## config.mk

```make
export PLATFORM = sky130hd
export DESIGN_NAME = instr_field_decoder
export DESIGN_NICKNAME = d
export VERILOG_FILES = /design/src/rtl/instr_dec_pkg.sv /design/src/rtl/instr_reg_fields.sv /design/src/rtl/instr_fmt_classify.sv /design/src/rtl/instr_imm_builder.sv /design/src/rtl/instr_field_decoder.sv
export SDC_FILE = /design/constraint.sdc
export NUM_CORES = 1
export LEC_CHECK = 0
export ABC_CLOCK_PERIOD_IN_PS = 3300
export CORE_AREA = 5 5 42 44
export DETAILED_ROUTE_END_ITERATION = 7
export DIE_AREA = 0 0 47 49
export DONT_BUFFER_PORTS = 1
export GPL_ROUTABILITY_DRIVEN = 0
export PLACE_DENSITY = 0.72
export REMOVE_ABC_BUFFERS = 1
export SETUP_SLACK_MARGIN = 0.05
export SYNTH_ARGS = -nofsm -noshare
export SYNTH_HDL_FRONTEND = slang
export SYNTH_SLANG_ARGS = --single-unit
```

## constraint.sdc

```tcl
create_clock -name vclk -period 3.3
set_input_delay 0.66 -clock vclk [all_inputs]
set_output_delay 0.66 -clock vclk [all_outputs]
set_load 0.05 [all_outputs]
```

## src/rtl/instr_dec_pkg.sv

```systemverilog
package instr_dec_pkg;

  localparam int ILEN   = 32;
  localparam int OPC_W  = 7;
  localparam int RIDX_W = 5;
  localparam int F3_W   = 3;
  localparam int F7_W   = 7;
  localparam int NFMT   = 6;

  // bit positions of the fixed fields
  localparam int RD_LSB  = OPC_W;
  localparam int F3_LSB  = RD_LSB + RIDX_W;
  localparam int RS1_LSB = F3_LSB + F3_W;
  localparam int RS2_LSB = RS1_LSB + RIDX_W;
  localparam int F7_LSB  = RS2_LSB + RIDX_W;

  // one-hot class positions
  localparam int CLS_R = 0;
  localparam int CLS_I = 1;
  localparam int CLS_S = 2;
  localparam int CLS_B = 3;
  localparam int CLS_U = 4;
  localparam int CLS_J = 5;

  typedef logic [OPC_W-1:0] opc_t;
  typedef logic [ILEN-1:0]  word_t;
  typedef logic [NFMT-1:0]  fmt_t;

  localparam opc_t OP_REG_ALU  = 7'b0110011;
  localparam opc_t OP_IMM_ALU  = 7'b0010011;
  localparam opc_t OP_LOAD     = 7'b0000011;
  localparam opc_t OP_JUMP_REG = 7'b1100111;
  localparam opc_t OP_SYSTEM   = 7'b1110011;
  localparam opc_t OP_STORE    = 7'b0100011;
  localparam opc_t OP_BRANCH   = 7'b1100011;
  localparam opc_t OP_UPPER    = 7'b0110111;
  localparam opc_t OP_UPPER_PC = 7'b0010111;
  localparam opc_t OP_JUMP     = 7'b1101111;

  function automatic word_t build_imm_i(input word_t w);
    return {{(ILEN-12){w[31]}}, w[31:20]};
  endfunction

  function automatic word_t build_imm_s(input word_t w);
    return {{(ILEN-12){w[31]}}, w[31:25], w[11:7]};
  endfunction

  function automatic word_t build_imm_b(input word_t w);
    return {{(ILEN-13){w[31]}}, w[31], w[7], w[30:25], w[11:8], 1'b0};
  endfunction

  function automatic word_t build_imm_u(input word_t w);
    return {w[31:12], 12'b0};
  endfunction

  function automatic word_t build_imm_j(input word_t w);
    return {{(ILEN-21){w[31]}}, w[31], w[19:12], w[20], w[30:21], 1'b0};
  endfunction

endpackage

```

## src/rtl/instr_reg_fields.sv

```systemverilog
module instr_reg_fields
  import instr_dec_pkg::*;
(
  input  logic [ILEN-1:0]   word_i,
  output logic [OPC_W-1:0]  opcode_o,
  output logic [RIDX_W-1:0] rd_o,
  output logic [RIDX_W-1:0] rs1_o,
  output logic [RIDX_W-1:0] rs2_o,
  output logic [F3_W-1:0]   funct3_o,
  output logic [F7_W-1:0]   funct7_o
);

  // fixed positions: no dependence on the format class
  assign opcode_o = word_i[OPC_W-1:0];
  assign rd_o     = word_i[RD_LSB  +: RIDX_W];
  assign funct3_o = word_i[F3_LSB  +: F3_W];
  assign rs1_o    = word_i[RS1_LSB +: RIDX_W];
  assign rs2_o    = word_i[RS2_LSB +: RIDX_W];
  assign funct7_o = word_i[F7_LSB  +: F7_W];

endmodule

```

## src/rtl/instr_fmt_classify.sv

```systemverilog
module instr_fmt_classify
  import instr_dec_pkg::*;
(
  input  logic [OPC_W-1:0] opcode_i,
  output logic [NFMT-1:0]  fmt_o,
  output logic             illegal_o
);

  always_comb begin
    fmt_o = '0;
    unique case (opcode_i)
      OP_REG_ALU:                              fmt_o[CLS_R] = 1'b1;
      OP_IMM_ALU, OP_LOAD, OP_JUMP_REG,
      OP_SYSTEM:                               fmt_o[CLS_I] = 1'b1;
      OP_STORE:                                fmt_o[CLS_S] = 1'b1;
      OP_BRANCH:                               fmt_o[CLS_B] = 1'b1;
      OP_UPPER, OP_UPPER_PC:                   fmt_o[CLS_U] = 1'b1;
      OP_JUMP:                                 fmt_o[CLS_J] = 1'b1;
      default:                                 fmt_o = '0;
    endcase
  end

  assign illegal_o = ~|fmt_o;

endmodule

```

## src/rtl/instr_imm_builder.sv

```systemverilog
module instr_imm_builder
  import instr_dec_pkg::*;
(
  input  logic [ILEN-1:OPC_W] body_i,
  input  logic [NFMT-1:0]     fmt_i,
  output logic [ILEN-1:0]     imm_o
);

  logic [ILEN-1:0] word;
  logic [ILEN-1:0] cand   [NFMT];
  logic [ILEN-1:0] masked [NFMT];

  assign word = {body_i, {OPC_W{1'b0}}};

  // every candidate built in parallel
  genvar g;
  generate
    for (g = 0; g < NFMT; g++) begin : g_cand
      if (g == CLS_I) begin : g_i
        assign cand[g] = build_imm_i(word);
      end else if (g == CLS_S) begin : g_s
        assign cand[g] = build_imm_s(word);
      end else if (g == CLS_B) begin : g_b
        assign cand[g] = build_imm_b(word);
      end else if (g == CLS_U) begin : g_u
        assign cand[g] = build_imm_u(word);
      end else if (g == CLS_J) begin : g_j
        assign cand[g] = build_imm_j(word);
      end else begin : g_zero
        assign cand[g] = '0;
      end
      assign masked[g] = fmt_i[g] ? cand[g] : '0;
    end
  endgenerate

  // AND-OR select; an empty class vector yields zero
  always_comb begin
    imm_o = '0;
    for (int k = 0; k < NFMT; k++) begin
      imm_o = imm_o | masked[k];
    end
  end

endmodule

```

## src/rtl/instr_field_decoder.sv

```systemverilog
module instr_field_decoder
  import instr_dec_pkg::*;
(
  input  logic [31:0] instr_i,
  output logic [6:0]  opcode_o,
  output logic [4:0]  rd_o,
  output logic [4:0]  rs1_o,
  output logic [4:0]  rs2_o,
  output logic [2:0]  funct3_o,
  output logic [6:0]  funct7_o,
  output logic [5:0]  fmt_o,
  output logic [31:0] imm_o,
  output logic        illegal_o
);

  // named internal events for the checker
  logic [NFMT-1:0] fmt_sel;
  logic            opc_bad;
  logic [ILEN-1:0] imm_asm;

  instr_reg_fields u_fields (
    .word_i   (instr_i),
    .opcode_o (opcode_o),
    .rd_o     (rd_o),
    .rs1_o    (rs1_o),
    .rs2_o    (rs2_o),
    .funct3_o (funct3_o),
    .funct7_o (funct7_o)
  );

  instr_fmt_classify u_class (
    .opcode_i  (instr_i[OPC_W-1:0]),
    .fmt_o     (fmt_sel),
    .illegal_o (opc_bad)
  );

  instr_imm_builder u_imm (
    .body_i (instr_i[ILEN-1:OPC_W]),
    .fmt_i  (fmt_sel),
    .imm_o  (imm_asm)
  );

  assign fmt_o     = fmt_sel;
  assign illegal_o = opc_bad;
  assign imm_o     = imm_asm;

endmodule

```

==> summary.txt <==
# port buffers - 0
register area - 0 um2
Total Routed Length - 1993 um
fmax - 358.7 MHz
status - complete, no violations
most common cell in the netlist - buf_4
core box area - 0.001401 mm2
Slew @ Worst Pin - 655.3 ps
post-CTS setup buffers - 0
adder and majority cell fraction of the synthesized area - 0%
Final setup viols - 0
grt ovf - 0
Simple-Gate Fraction of Synth Area - 25.13%
DR DRC count - 0
synth top area cells - buf_4 (33%), a21o_1 (19%), a22o_1 (6.0%)
met2 Use GR - 29.64%
startpoint types - input port
GRT met3 Usage - 4.428%
HP Class - in -> out
Post-Synth XOR/XNOR Area - 0%
share of cells above drive strength 1 - 24.32%
most instantiated cells after synthesis - buf_4 (32), a21o_1 (19), and2_1 (7)
Seq/Total Area, Yosys - 0%
Die Ht - 49 um
fin cells - 90
TritonRoute pass-1 iters - 3
Synth Area in Compound Gates - 35.73%
Via Count - 603
CP arrival - 2130 ps
hold_buf cts - 0
gr busiest metal - met2
max-slew headroom at the worst pin - 56.20%
CTS resizes - 0
Post-DRT Antenna Nets - 0
Distinct cells, synth - 28
Final Net Count - 108
Synth area leader - buf_4
unrepaired setup endpoints after global routing - false
Pleak - 0.0003895 uW
syn_area_per_cell - 7.247 um2
Synth Warn # - 0
worst vdd ir - 0.00005480 V
largest family of logic cells by synthesized area - buffers and inverters
Detailed Route Iter0 Violations - 1
Max-Cap Viols - 0
vias per cell - 6.700
Slew Limit Fails - 0
met1 Track Usage GR - 16.09%
vias in the first global route - 539
Finished Cell Area - 580.6 um2
placed cell area - 580.6 um2
Critical Path RT - 2640 ps
Cell Area, Synth - 732.0 um2
fin worst setup slack - 511.9 ps
drt wl/cell - 22.14 um
Placed Cells - 90
FF+latch count - 0
first-pass GRT wire length - 2842 um
Starting Density - 52.23%
Yosys top cell area share - 32.82%
Hold Fails Final Rpt - 0
std cell rows - 14
Fin Setup TNS - 0 ps
largest net degree at the start of global routing - 13
DP Wirelength - 1717 um
Layout Utilization - 41.43%
clk_buf instances - 0
Critical Path End Type - output pin
mux cell area share after synthesis - 1.368%
total die area - 0.002303 mm2
fin crit share - 84.49%
Chip Width - 47 um
Syn-to-layout area delta - -20.68%
antenna violations before repair - 0
worst slack at placement - 505.0 ps
CP max FO - 11
GRT Total Usage - 15.58%
Ant. Diodes - 0
WS Path Type - in -> out
cell count after synthesis - 101
Top Ports - 103
cell area power density - 109.9 mW/mm2
fin crit period - 2788 ps
[worst paths after layout]
path | startpoint | endpoint | slack [ps] | depth (start not counted)
setup / recovery | instr_i[1] | imm_o[23] | 510 | 4
hold / removal | instr_i[14] | funct3_o[2] | 1320 | 0
[metrics by stage]
step	total power, uW	hold slack, ps
after CTS	64.25	1320
after global placement	63.37	1320
after global routing	66.92	1320
final	63.83	1320
after detailed placement	64.20	1320
after floorplan	56.38	1320
[cell usage in the layout (no fill, tap or decap), drive strengths merged]
cell type / instances
a21o: 19
buf: 9
and2: 7
nand2: 6
a22o: 5
nor2: 4
nor3: 4
or3: 2
nand2b: 2
o21ai: 2
nand3b: 1
inv: 1
and3: 1
nor4bb: 1
o211ai: 1
a21boi: 1
o21bai: 1
nand3: 1
a21oi: 1
nor4b: 1
mux2i: 1
a221o: 1
nor4: 1
o31a: 1
[layout make-up]
cell class,count,area [um2]
fill,147,820.8
inverter,1,3.754
multi-input combinational,64,476.7
tap,16,20.02
timing repair buffer,9,80.08
[per-layer routing]
layer	vias to the layer above	part of all wire (%)
met5	-	0
met4	0	0.95
met1	279	34
li1	273	-
met2	49	52
met3	2	13
[where the power goes]
group | internal [uW] | leakage (uW) | switching (uW)
registers | 0 | 0 | 0
logic | 15.4 | 0.000389 | 48.4
clock network | 0 | 0 | 0
[kinds of logic (layout without fill, tap and decap cells)]
group                  Yosys count  in the layout
AO/OA/AOI/OAI                   32             32
AND/OR/NAND/NOR                 31             31
multiplexers                     1              1
buffers and inverters           37             10
[worst max-delay path, stage by stage]
cell and delay (ps):
nand2_1 100, or3_1 530, a21boi_2 420, a21o_1 420
Power figures use the tool's default switching activity.
